## config.mk

```make
export PLATFORM = sky130hd
export DESIGN_NAME = trig_event_buffer
export DESIGN_NICKNAME = d
export VERILOG_FILES = /design/src/rtl/etb_pkg.sv /design/src/rtl/etb_history.sv /design/src/rtl/etb_capture_ctrl.sv /design/src/rtl/etb_slot_store.sv /design/src/rtl/etb_readout.sv /design/src/rtl/trig_event_buffer.sv
export SDC_FILE = /design/constraint.sdc
export NUM_CORES = 2
export LEC_CHECK = 0
export ABC_AREA = 1
export ABC_CLOCK_PERIOD_IN_PS = 20600
export BUFFER_PORTS_ARGS = -buffer_cell sky130_fd_sc_hd__buf_2
export CELL_PAD_IN_SITES_DETAIL_PLACEMENT = 0
export CELL_PAD_IN_SITES_GLOBAL_PLACEMENT = 2
export CORE_AREA = 2 2 459 461
export CTS_CLUSTER_SIZE = 20
export DETAILED_ROUTE_END_ITERATION = 16
export DIE_AREA = 0 0 461 463
export PLACE_DENSITY_LB_ADDON = 0.3
export SLEW_MARGIN = 0
export SYNTH_ARGS = -nofsm -noshare
export SYNTH_HDL_FRONTEND = slang
export SYNTH_SLANG_ARGS = --single-unit
```

## constraint.sdc

```tcl
create_clock -name clk_i -period 20.6 [get_ports clk_i]
set_input_delay 3.09 -clock clk_i [delete_from_list [all_inputs] [get_ports clk_i]]
set_output_delay 3.09 -clock clk_i [all_outputs]
set_load 0.005 [all_outputs]
```

## src/rtl/etb_pkg.sv

```systemverilog
package etb_pkg;
  typedef enum logic [1:0] {
    ST_IDLE,
    ST_WAIT,
    ST_RUN,
    ST_HOLD
  } cap_st_e;
endpackage

```

## src/rtl/etb_history.sv

```systemverilog
// Circular delay line; DEPTH must be a power of two so the pointer wraps.
module etb_history #(
  parameter int DATA_W = 10,
  parameter int DEPTH  = 16,
  localparam int PTR_W = $clog2(DEPTH)
) (
  input  logic              clk_i,
  input  logic              rst_ni,
  input  logic [DATA_W-1:0] smp_i,
  input  logic [PTR_W-1:0]  tap_i,
  output logic [DATA_W-1:0] smp_o
);
  logic [DATA_W-1:0] line_q [DEPTH];
  logic [PTR_W-1:0]  wptr_q;
  logic              warm_q;

  always_ff @(posedge clk_i or negedge rst_ni) begin
    if (!rst_ni) begin
      wptr_q <= '0;
      warm_q <= 1'b0;
      for (int i = 0; i < DEPTH; i++) line_q[i] <= '0;
    end else begin
      line_q[wptr_q] <= smp_i;
      wptr_q         <= wptr_q + PTR_W'(1);
      warm_q         <= 1'b1;
    end
  end

  // tap 0 is the live sample, tap k the one k cycles ago
  always_comb begin
    if (tap_i == '0) smp_o = smp_i;
    else             smp_o = line_q[wptr_q - tap_i];
  end

  assert_tap_one_R2: assert property (@(posedge clk_i) disable iff (!rst_ni)
    (warm_q && tap_i == PTR_W'(1)) |-> smp_o == $past(smp_i));
endmodule

```

## src/rtl/etb_capture_ctrl.sv

```systemverilog
module etb_capture_ctrl
  import etb_pkg::*;
#(
  parameter int NUM_SLOTS = 8,
  parameter int MAX_LEN   = 16,
  parameter int OFF_W     = 4,
  localparam int SLOT_W   = $clog2(NUM_SLOTS),
  localparam int IDX_W    = $clog2(MAX_LEN),
  localparam int LEN_W    = $clog2(MAX_LEN + 1)
) (
  input  logic              clk_i,
  input  logic              rst_ni,
  input  logic              l1_i,
  input  logic              l2_i,
  input  logic              pre_mode_i,
  input  logic [OFF_W-1:0]  offset_i,
  input  logic [LEN_W-1:0]  len_i,
  input  logic              full_i,
  output logic [OFF_W-1:0]  tap_o,
  output logic              wr_en_o,
  output logic [SLOT_W-1:0] wr_slot_o,
  output logic [IDX_W-1:0]  wr_idx_o,
  output logic              freeze_o,
  output logic [LEN_W-1:0]  freeze_len_o
);
  cap_st_e           st_q;
  logic [SLOT_W-1:0] slot_q;
  logic [IDX_W-1:0]  idx_q;
  logic [LEN_W-1:0]  len_q, eff_len, cur_len;
  logic [OFF_W-1:0]  tap_q, wait_q;
  logic              l2_seen_q;
  logic              start, done;

  always_comb begin
    if (len_i == '0)                    eff_len = LEN_W'(1);
    else if (len_i > LEN_W'(MAX_LEN))   eff_len = LEN_W'(MAX_LEN);
    else                                eff_len = len_i;

    // in HOLD a coincident confirm wins over a new capture
    start   = l1_i && !full_i && (st_q == ST_IDLE || (st_q == ST_HOLD && !l2_i));
    cur_len = start ? eff_len : len_q;

    wr_en_o  = 1'b0;
    wr_idx_o = idx_q;
    if (start) begin
      if (pre_mode_i || offset_i == '0) begin
        wr_en_o  = 1'b1;
        wr_idx_o = '0;
      end
    end else if (st_q == ST_WAIT && wait_q == OFF_W'(1)) begin
      wr_en_o  = 1'b1;
      wr_idx_o = '0;
    end else if (st_q == ST_RUN) begin
      wr_en_o = 1'b1;
    end

    done     = wr_en_o && (LEN_W'(wr_idx_o) + LEN_W'(1) == cur_len);
    freeze_o = (done && (l2_seen_q || l2_i)) || (st_q == ST_HOLD && l2_i);
    tap_o    = start ? (pre_mode_i ? offset_i : '0) : tap_q;
  end

  assign wr_slot_o    = slot_q;
  assign freeze_len_o = cur_len;

  always_ff @(posedge clk_i or negedge rst_ni) begin
    if (!rst_ni) begin
      st_q      <= ST_IDLE;
      slot_q    <= '0;
      idx_q     <= '0;
      len_q     <= LEN_W'(1);
      tap_q     <= '0;
      wait_q    <= '0;
      l2_seen_q <= 1'b0;
    end else begin
      if (freeze_o)
        slot_q <= (slot_q == SLOT_W'(NUM_SLOTS - 1)) ? '0 : slot_q + SLOT_W'(1);
      l2_seen_q <= freeze_o ? 1'b0 : (l2_seen_q | l2_i);
      if (start) begin
        len_q <= eff_len;
        tap_q <= pre_mode_i ? offset_i : '0;
      end
      if (wr_en_o) begin
        if (done) st_q <= freeze_o ? ST_IDLE : ST_HOLD;
        else begin
          st_q  <= ST_RUN;
          idx_q <= wr_idx_o + IDX_W'(1);
        end
      end else if (start) begin
        st_q   <= ST_WAIT;
        wait_q <= offset_i;
      end else if (st_q == ST_WAIT) begin
        wait_q <= wait_q - OFF_W'(1);
      end else if (st_q == ST_HOLD && l2_i) begin
        st_q <= ST_IDLE;
      end
    end
  end

  assert_freeze_room_R8: assert property (@(posedge clk_i) disable iff (!rst_ni)
    freeze_o |-> !full_i);
  assert_full_ignore_R8: assert property (@(posedge clk_i) disable iff (!rst_ni)
    (st_q == ST_IDLE && l1_i && full_i && !l2_i) |=> st_q == ST_IDLE);
  assert_busy_ignore_R7: assert property (@(posedge clk_i) disable iff (!rst_ni)
    ((st_q == ST_WAIT || st_q == ST_RUN) && l1_i) |=> $stable(len_q) && $stable(tap_q));
endmodule

```

## src/rtl/etb_slot_store.sv

```systemverilog
module etb_slot_store #(
  parameter int DATA_W    = 10,
  parameter int NUM_SLOTS = 8,
  parameter int MAX_LEN   = 16,
  localparam int SLOT_W   = $clog2(NUM_SLOTS),
  localparam int IDX_W    = $clog2(MAX_LEN),
  localparam int LEN_W    = $clog2(MAX_LEN + 1),
  localparam int DEPTH    = NUM_SLOTS * MAX_LEN,
  localparam int ADDR_W   = $clog2(DEPTH)
) (
  input  logic              clk_i,
  input  logic              rst_ni,
  input  logic              wr_en_i,
  input  logic [SLOT_W-1:0] wr_slot_i,
  input  logic [IDX_W-1:0]  wr_idx_i,
  input  logic [DATA_W-1:0] wr_data_i,
  input  logic              len_we_i,
  input  logic [SLOT_W-1:0] len_slot_i,
  input  logic [LEN_W-1:0]  len_i,
  input  logic [SLOT_W-1:0] rd_slot_i,
  input  logic [IDX_W-1:0]  rd_idx_i,
  output logic [DATA_W-1:0] rd_data_o,
  output logic [LEN_W-1:0]  rd_len_o
);
  logic [DATA_W-1:0] mem_q [DEPTH];
  logic [LEN_W-1:0]  len_q [NUM_SLOTS];
  logic [ADDR_W-1:0] wr_addr, rd_addr;

  assign wr_addr = ADDR_W'(wr_slot_i) * ADDR_W'(MAX_LEN) + ADDR_W'(wr_idx_i);
  assign rd_addr = ADDR_W'(rd_slot_i) * ADDR_W'(MAX_LEN) + ADDR_W'(rd_idx_i);

  always_ff @(posedge clk_i) begin
    if (wr_en_i) mem_q[wr_addr] <= wr_data_i;
  end

  always_ff @(posedge clk_i or negedge rst_ni) begin
    if (!rst_ni) begin
      for (int s = 0; s < NUM_SLOTS; s++) len_q[s] <= LEN_W'(1);
    end else if (len_we_i) begin
      len_q[len_slot_i] <= len_i;
    end
  end

  assign rd_data_o = mem_q[rd_addr];
  assign rd_len_o  = len_q[rd_slot_i];

  assert_len_range_R10: assert property (@(posedge clk_i) disable iff (!rst_ni)
    len_we_i |-> (len_i != '0 && len_i <= LEN_W'(MAX_LEN)));
endmodule

```

## src/rtl/etb_readout.sv

```systemverilog
module etb_readout #(
  parameter int NUM_SLOTS = 8,
  parameter int MAX_LEN   = 16,
  localparam int SLOT_W   = $clog2(NUM_SLOTS),
  localparam int IDX_W    = $clog2(MAX_LEN),
  localparam int LEN_W    = $clog2(MAX_LEN + 1),
  localparam int CNT_W    = $clog2(NUM_SLOTS + 1)
) (
  input  logic              clk_i,
  input  logic              rst_ni,
  input  logic              freeze_i,
  input  logic [LEN_W-1:0]  rd_len_i,
  input  logic              rd_ready_i,
  output logic [SLOT_W-1:0] rd_slot_o,
  output logic [IDX_W-1:0]  rd_idx_o,
  output logic              rd_valid_o,
  output logic              rd_last_o,
  output logic              full_o
);
  logic [CNT_W-1:0]  cnt_q;
  logic [SLOT_W-1:0] slot_q;
  logic [IDX_W-1:0]  idx_q;
  logic              pop;

  assign rd_valid_o = cnt_q != '0;
  assign rd_last_o  = rd_valid_o && (LEN_W'(idx_q) + LEN_W'(1) == rd_len_i);
  assign pop        = rd_valid_o && rd_ready_i && rd_last_o;
  assign full_o     = cnt_q == CNT_W'(NUM_SLOTS);
  assign rd_slot_o  = slot_q;
  assign rd_idx_o   = idx_q;

  always_ff @(posedge clk_i or negedge rst_ni) begin
    if (!rst_ni) begin
      cnt_q  <= '0;
      slot_q <= '0;
      idx_q  <= '0;
    end else begin
      cnt_q <= cnt_q + CNT_W'(freeze_i) - CNT_W'(pop);
      if (rd_valid_o && rd_ready_i) begin
        if (rd_last_o) begin
          idx_q  <= '0;
          slot_q <= (slot_q == SLOT_W'(NUM_SLOTS - 1)) ? '0 : slot_q + SLOT_W'(1);
        end else begin
          idx_q <= idx_q + IDX_W'(1);
        end
      end
    end
  end

  assert_cnt_bound_R8: assert property (@(posedge clk_i) disable iff (!rst_ni)
    cnt_q <= CNT_W'(NUM_SLOTS));
  assert_hold_pos_R9: assert property (@(posedge clk_i) disable iff (!rst_ni)
    (rd_valid_o && !rd_ready_i) |=> rd_valid_o && $stable(idx_q) && $stable(slot_q));
endmodule

```

## src/rtl/trig_event_buffer.sv

```systemverilog
module trig_event_buffer #(
  parameter int DATA_W     = 10,
  parameter int NUM_SLOTS  = 8,
  parameter int MAX_LEN    = 16,
  parameter int HIST_DEPTH = 16,
  localparam int OFF_W     = $clog2(HIST_DEPTH),
  localparam int LEN_W     = $clog2(MAX_LEN + 1),
  localparam int SLOT_W    = $clog2(NUM_SLOTS),
  localparam int IDX_W     = $clog2(MAX_LEN)
) (
  input  logic              clk_i,
  input  logic              rst_ni,
  input  logic [DATA_W-1:0] sample_i,
  input  logic              l1_trig_i,
  input  logic              l2_trig_i,
  input  logic              pre_mode_i,
  input  logic [OFF_W-1:0]  offset_i,
  input  logic [LEN_W-1:0]  cap_len_i,
  output logic              busy_o,
  output logic              rd_valid_o,
  output logic [DATA_W-1:0] rd_data_o,
  output logic              rd_last_o,
  input  logic              rd_ready_i
);
  logic [OFF_W-1:0]  tap;
  logic [DATA_W-1:0] hist_smp;
  logic              wr_en, freeze, full;
  logic [SLOT_W-1:0] wr_slot, rd_slot;
  logic [IDX_W-1:0]  wr_idx, rd_idx;
  logic [LEN_W-1:0]  freeze_len, rd_len;

  etb_history #(.DATA_W(DATA_W), .DEPTH(HIST_DEPTH)) u_hist (
    .clk_i (clk_i), .rst_ni(rst_ni), .smp_i(sample_i), .tap_i(tap), .smp_o(hist_smp)
  );

  etb_capture_ctrl #(.NUM_SLOTS(NUM_SLOTS), .MAX_LEN(MAX_LEN), .OFF_W(OFF_W)) u_ctrl (
    .clk_i       (clk_i),
    .rst_ni      (rst_ni),
    .l1_i        (l1_trig_i),
    .l2_i        (l2_trig_i),
    .pre_mode_i  (pre_mode_i),
    .offset_i    (offset_i),
    .len_i       (cap_len_i),
    .full_i      (full),
    .tap_o       (tap),
    .wr_en_o     (wr_en),
    .wr_slot_o   (wr_slot),
    .wr_idx_o    (wr_idx),
    .freeze_o    (freeze),
    .freeze_len_o(freeze_len)
  );

  etb_slot_store #(.DATA_W(DATA_W), .NUM_SLOTS(NUM_SLOTS), .MAX_LEN(MAX_LEN)) u_store (
    .clk_i     (clk_i),
    .rst_ni    (rst_ni),
    .wr_en_i   (wr_en),
    .wr_slot_i (wr_slot),
    .wr_idx_i  (wr_idx),
    .wr_data_i (hist_smp),
    .len_we_i  (freeze),
    .len_slot_i(wr_slot),
    .len_i     (freeze_len),
    .rd_slot_i (rd_slot),
    .rd_idx_i  (rd_idx),
    .rd_data_o (rd_data_o),
    .rd_len_o  (rd_len)
  );

  etb_readout #(.NUM_SLOTS(NUM_SLOTS), .MAX_LEN(MAX_LEN)) u_rd (
    .clk_i     (clk_i),
    .rst_ni    (rst_ni),
    .freeze_i  (freeze),
    .rd_len_i  (rd_len),
    .rd_ready_i(rd_ready_i),
    .rd_slot_o (rd_slot),
    .rd_idx_o  (rd_idx),
    .rd_valid_o(rd_valid_o),
    .rd_last_o (rd_last_o),
    .full_o    (full)
  );

  assign busy_o = full;

  assert_data_hold_R9: assert property (@(posedge clk_i) disable iff (!rst_ni)
    (rd_valid_o && !rd_ready_i) |=> $stable(rd_data_o) && $stable(rd_last_o));
  assert_no_write_full_R8: assert property (@(posedge clk_i) disable iff (!rst_ni)
    wr_en |-> !busy_o);
endmodule

```

# == Word level (Yosys, flattened, before mapping) ==
# Memories as Yosys holds them, arrays and structs flattened.
# Index checks and enable logic that the tools add are counted.
# Widths: inputs -> output; s select.
# totals
reg_bits,238
mem_bits_rw,1280
input_bits,25
mem_count,1
# classes
add_sub_neg,13
order_cmp,7
n_eq_ne,10
n_mux,39
bitwise,7
n_reduce_logical,29
# mem_list
memory,depth,width,read_ports,rd_clocked_by_memory_dff,write_ports,line,source
u_store.mem_q,128,10,1,0,1,etb_slot_store.sv:25,logic [DATA_W-1:0] mem_q [DEPTH];
# op_table
op,n
$bwmux 160,1
$bmux 10 s4,1
$bwmux 40,1
$demux 10 s4,1
$mux 10,4
$mux 4,8
$mux 5,6
$bmux 5 s3,1
$demux 5 s3,1
$add 7x4->7,2
$add 4x1->4 const B,3
$logic_and 1x1->1,12
$mux 2,6
$add 4x1->5 const B,2
$eq 5x5->1,2
$ge 5x5->1 const B,2
$not 4->5,2
$ge 4x4->1 const B,2
$logic_not 4->1,2
$not 3->4,2
$reduce_and 2->1,4
$mux 1,7
$add 3x1->3 const B,2
$eq 3x3->1 const B,2
other kinds (22),29

# == Logic depth before layout (Yosys ltp) ==
# logic_depth
depth_word,13
ltp_mapped,24
mapped_depth_nobuf,23

# == Hierarchy ==
# Synthesis repeated with hierarchy kept, for this count alone.
# unflattened
hier_cells,6000
area_unflattened_um2,64170.3
# by_module_without_submodules
mod,instances,cells_each,area_each_um2,seq_area_each_um2
etb_slot_store,1,4622,53786.6,39447.8
etb_history,1,1057,8075.2,4103.9
etb_capture_ctrl,1,214,1502.7,576.8
etb_readout,1,107,805.8,275.3

# == Least setup slack after synthesis ==
# OpenSTA, ideal clock, no wires.
# synth_path
kind,in2reg
startpoint,input l2_trig_i
endpoint,"memory u_store.mem_q[0][0], data pin"
setup_ps,1197
arrival_ps,9150
path_slack_ps,10253
cell_stages,11
n_path_buf,3
cell_sequence,nor2_1 nor2_1 nor2_4 buf_6 buf_4 nand2_1 o21ai_0 nor2_1 nand3_1 clkbuf_1 o21ai_0
# synth_between
elab_chain_cells,11
word_cells_on_any_way,12
# synth_rtl
element,line,source
"start, declared",trig_event_buffer.sv:15,"input logic l2_trig_i,"
$logic_not 1->1 (*),etb_capture_ctrl.sv:40,start = l1_i && !full_i && (st_q == ST_IDLE || (st_q == ST_HOLD && !l2_i));
$logic_and 1x1->1 (*),etb_capture_ctrl.sv:40,
$logic_or 1x1->1 (*),etb_capture_ctrl.sv:40,
$logic_and 1x1->1 (*),etb_capture_ctrl.sv:40,
$mux 4 (*),etb_capture_ctrl.sv:59,tap_o = start ? (pre_mode_i ? offset_i : '0) : tap_q;
net tap[0],trig_event_buffer.sv:25,logic [OFF_W-1:0] tap;
$sub 4x4->4,etb_history.sv:32,else smp_o = line_q[wptr_q - tap_i];
$not 4->5 (not written as such),etb_history.sv:32,
$bmux 10 s4,etb_history.sv:32,
$mux 10 (not written as such) (2 in series),etb_history.sv:32,
$mux 10 (*),etb_history.sv:31,if (tap_i == '0) smp_o = smp_i;
net hist_smp[0],trig_event_buffer.sv:26,logic [DATA_W-1:0] hist_smp;
"end, declared",etb_slot_store.sv:25,
# Mark *: on every way through the listed nets, which the timed path passes. The rest lies on a longest branch. The select of a mux whose other input is x is not followed.

# == Worst setup path after layout ==
# layout_path
startpoint,"register u_rd.idx_q[0], in the netlist u_rd.rd_idx_o[0]"
endpoint,output rd_data_o[3]
# layout_between
elab_chain_cells,2
# layout_rtl
element,line,source
"start, declared",etb_readout.sv:22,logic [IDX_W-1:0] idx_q;
"start signal, assigned",etb_readout.sv:44,idx_q <= idx_q + IDX_W'(1);
$add 7x4->7,etb_slot_store.sv:30,assign rd_addr = ADDR_W'(rd_slot_i) * ADDR_W'(MAX_LEN) + ADDR_W'(rd_idx_i);
$mem_v2 128x10,--,
"end, declared",trig_event_buffer.sv:21,"output logic [DATA_W-1:0] rd_data_o,"
# No other way between the ends.

==> results.md <==
* Clock Path Buffers at 3
* Least-Margin Pin Slew at 1.32 ns
* Status: finished, final reports clean
* Core Region at 209000 sq um
* Largest net degree at the start of global routing at 173
* Final Hold Slack at 0.462 ns
* WL/cell at 23.5 um
* P&R area growth vs syn at 14.1%
* Number of unique standard cell types used by synthesis at 37
* Leakage at 0.0241 uW
* Crit-path max cell delay at between 0.7 and 0.8 ns
* Clk_lat worst skew at 0.80 ns
* Placed inst area at 65900 sq um
* Initial antenna violation count at 6
* Total die area at 213000 sq um
* Die W at 461 um
* Synthesis warning total at 0
* Worst Skew at 0.0370 ns
* Gr usage total at 0.179
* Pwr Total at 12900 uW
* Critical path's top delay family: buffers and inverters
* Synthesized area at around 62000 sq um
* GR Overflow Total at 0
* Element type at the critical path end: primary output
* CP Launch Type: flip-flop
* Clk root buf: clkbuf_16
* Worst setup endpoint: rd_data_o[3]
* Min Tclk post-route at 8.99 ns
* Vias post-DR at around 42000
* Max Freq at ~0.11 GHz
* CP max stage cell: dfrtp_4
* WP data required at 17.51 ns
* Instance count on the critical path at 13
* HPWL after DPL at 108000 um
* Mapped Avg Cell Area at 11.6 sq um
* H-tree Lvls at 4
* Via/cell ratio at 5.05
* Share of cells above drive strength 1 at 0.0892
* Worst path bufs/invs at 5
* Worst Path Max Fanout at 172
* Post-CTS Hold Buffers at 0
* Worst Path Arrival at 5.90 ns
* Die Ht at about 460 um
* RSZ-0062 raised after global routing: no
* RR Startpoint: u_rd.cnt_q[2]$_DFF_PN0_
* Initial Util at 0.299
* Most common cell after layout, fill and taps aside: edfxtp_1
* Detailed-route DRC error count at 0
* Sum Neg Setup Slack at 0 ns
* Maxcap violations at 0
* First-pass GRT wire length at 286000 um
* Final Slew Violations at 0
* R2R Setup Slk at 14.53 ns
* Initial DRC Count at between 3000 and 4000
* Worst hold path class: flip-flop to flip-flop
* Seq/Total Area, Yosys at 0.713
* Vias in the first global route at 40400
* Mapped Cells at 5351
* #FFs+latches synth at 1518
* Crit. Startpoint: u_rd.rd_idx_o[0]$_DFFE_PN0P_
* Final wirelength at 194000 um
* Clk sink count at 1518
* Multi-input logic area at 16200 sq um
* Fillers at 20900
* TritonCTS clock tree: built
* Post-Layout Inst Area at 71100 sq um
* FP Rows at 168
* Max IR drop VDD at about 0.16 mV
* PwrDens at approximately 180 nW/um^2
* Worst R2R End: u_store.mem_q[15][6]$_DFFE_PP_
* Register Area at 44400 sq um
* First-pass detailed-route iteration total at 5
* WS Path Type: flip-flop to primary output
* Slew headroom at 0.115
* Post_cts resized at 0
* Cts bufs inserted at about 170
* Fin crit share at 0.436
* Final Hold Viols at 0
* Worst-path clk slew at 0.06 ns
* Post-CTS setup buffer count at 0
* Crit-path cells: buf_4 > buf_12 > buf_4 > buf_12 > o21ai_0 > o22ai_1 > o21ai_0 > o22ai_1 > nand2_1 > nand3_1 > nand3_1 > nand2_1 > buf_2
* Inst Count DP at 7961
* Post-Syn Nets at 5399
* R2r worst-path depth at 17
* Most frequent cells in the layout: edfxtp_1 (1280), nor2_1 (1071), o21ai_0 (1025)
* I/O pins at 38
* GPL Wtd Cong at 0.757
* Final std cells w/o fill at 8265
* Count of input and output buffers at 37
* Final setup fails at 0
* Nets at 5374
* Post-DRT Antenna Nets at 0
-- kinds of logic (layout without fill, tap and decap cells) --
kind of cell    after synthesis  in the layout  share of synthesized area
simple gates               1739           1739                      0.110
fa+ha+maj                    23             23                    0.00486
mux                          11             11                    0.00199
xor+xnor                     12             12                    0.00169
buf+inv                     469            577                     0.0293
other cells                   0              1                          0
compound gates             1579           1579                      0.139
flops                      1518           1518                      0.713
-- metal layers --
metal | track usage | vias up | wire length [um]
met5 | 0 | - | 0
met4 | 0.0389 | 0 | 3340
met3 | 0.0241 | 195 | 8730
met2 | 0.282 | 972 | 90600
met1 | 0.260 | 21200 | 91700
li1 | - | 19300 | -
-- Yosys cell counts --
cell	n	share of area
nor2_1	1073	0.065
dfstp_2	9	0.0038
xor2_1	9	0.0013
edfxtp_1	1280	0.62
nand2_2	5	0.00050
o21ai_0	1035	0.083
xnor2_1	3	0.00042
o21ai_1	2	0.00016
o211ai_1	23	0.0028
buf_2	15	0.0012
nand4_1	42	0.0042
buf_4	2	0.00024
nand3_2	8	0.0013
o22ai_1	426	0.043
a21oi_2	1	0.00014
buf_8	1	0.00024
o221ai_1	1	0.00014
ha_1	21	0.0042
a21oi_1	32	0.0026
dfrtp_1	229	0.092
o21ai_2	2	0.00028
nor2_4	3	0.00054
clkinv_1	4	0.00024
mux2_2	11	0.0020
nand3_1	100	0.0080
buf_6	4	0.00072
nor3_1	3	0.00024
nor2_2	3	0.00030
fa_1	2	0.00064
nand2_4	2	0.00036
inv_2	1	0.000060
inv_1	77	0.0046
clkbuf_1	351	0.021
o21bai_1	56	0.0067
a31oi_1	1	0.00010
nand2_1	500	0.030
buf_1	14	0.00084
-- worst reg2reg max path, stage by stage (launching register included) --
cell and delay (ns):
dfrtp_1 0.32, inv_1 0.07, ha_1 0.23, nand2_1 0.10, nand2_1 0.09, nor2_4 0.47, nand2_1 0.13, o21ai_0 0.37
ha_2 0.59, inv_2 0.50, buf_4 0.56, o21ai_0 0.16, o22ai_1 0.16, inv_1 0.06, o211ai_1 0.27, o211ai_1 0.21
o21ai_4 0.37, buf_4 0.88
-- per-stage QoR --
step	worst slack, ns	util
2_1_floorplan	10.25	-
3_3_place_gp	11.99	0.316
3_5_place_dp	11.93	0.316
4_1_cts	11.47	0.341
5_1_grt	11.20	0.341
6_report	11.61	0.341
-- worst min path at each step --
stage | cells after the start | startpoint | endpoint
floorplan | 2 | u_store.len_q[13]$_DFFE_PN0P_ | u_store.len_q[13]$_DFFE_PN0P_
global placement | 2 | u_store.len_q[29]$_DFFE_PN0P_ | u_store.len_q[29]$_DFFE_PN0P_
detailed placement | 2 | u_store.len_q[30]$_DFFE_PN1P_ | u_store.len_q[30]$_DFFE_PN1P_
CTS | 2 | u_store.len_q[30]$_DFFE_PN1P_ | u_store.len_q[30]$_DFFE_PN1P_
global route | 2 | u_store.len_q[30]$_DFFE_PN1P_ | u_store.len_q[30]$_DFFE_PN1P_
finish | 2 | u_store.len_q[35]$_DFFE_PN1P_ | u_store.len_q[35]$_DFFE_PN1P_
-- area by class of cell --
| cell class | instances | share of cell area |
|---|---|---|
| diodes | 1 | 0.0000352 |
| multi-input cells | 3364 | 0.228 |
| flip-flops and latches | 1518 | 0.625 |
| clock buffers | 215 | 0.0631 |
| repair buffers | 192 | 0.0198 |
| clock inverters | 88 | 0.0102 |
| inverters | 82 | 0.00463 |
| well taps | 2805 | 0.0494 |
-- state kept, by name, summed over array words and instances, names as in the netlist --
| register | cells |
|---|---|
| u_ctrl.l2_seen_q | 1 |
| u_ctrl.st_q | 2 |
| u_hist.line_q | 160 |
| u_rd.rd_idx_o | 4 |
| u_ctrl.wr_slot_o | 3 |
| u_rd.rd_slot_o | 3 |
| u_ctrl.tap_q | 4 |
| u_rd.cnt_q | 4 |
| u_ctrl.idx_q | 4 |
| u_store.mem_q | 1280 |
| u_ctrl.len_q | 5 |
| u_ctrl.wait_q | 4 |
| u_hist.wptr_q | 4 |
| u_store.len_q | 40 |
-- report_power, final --
group	internal (uW)	switching, uW
Sequential	4910	120
Clock	1640	1250
Combinational	1020	3940
Total	7570	5310
(Power assumes the default switching activity.)
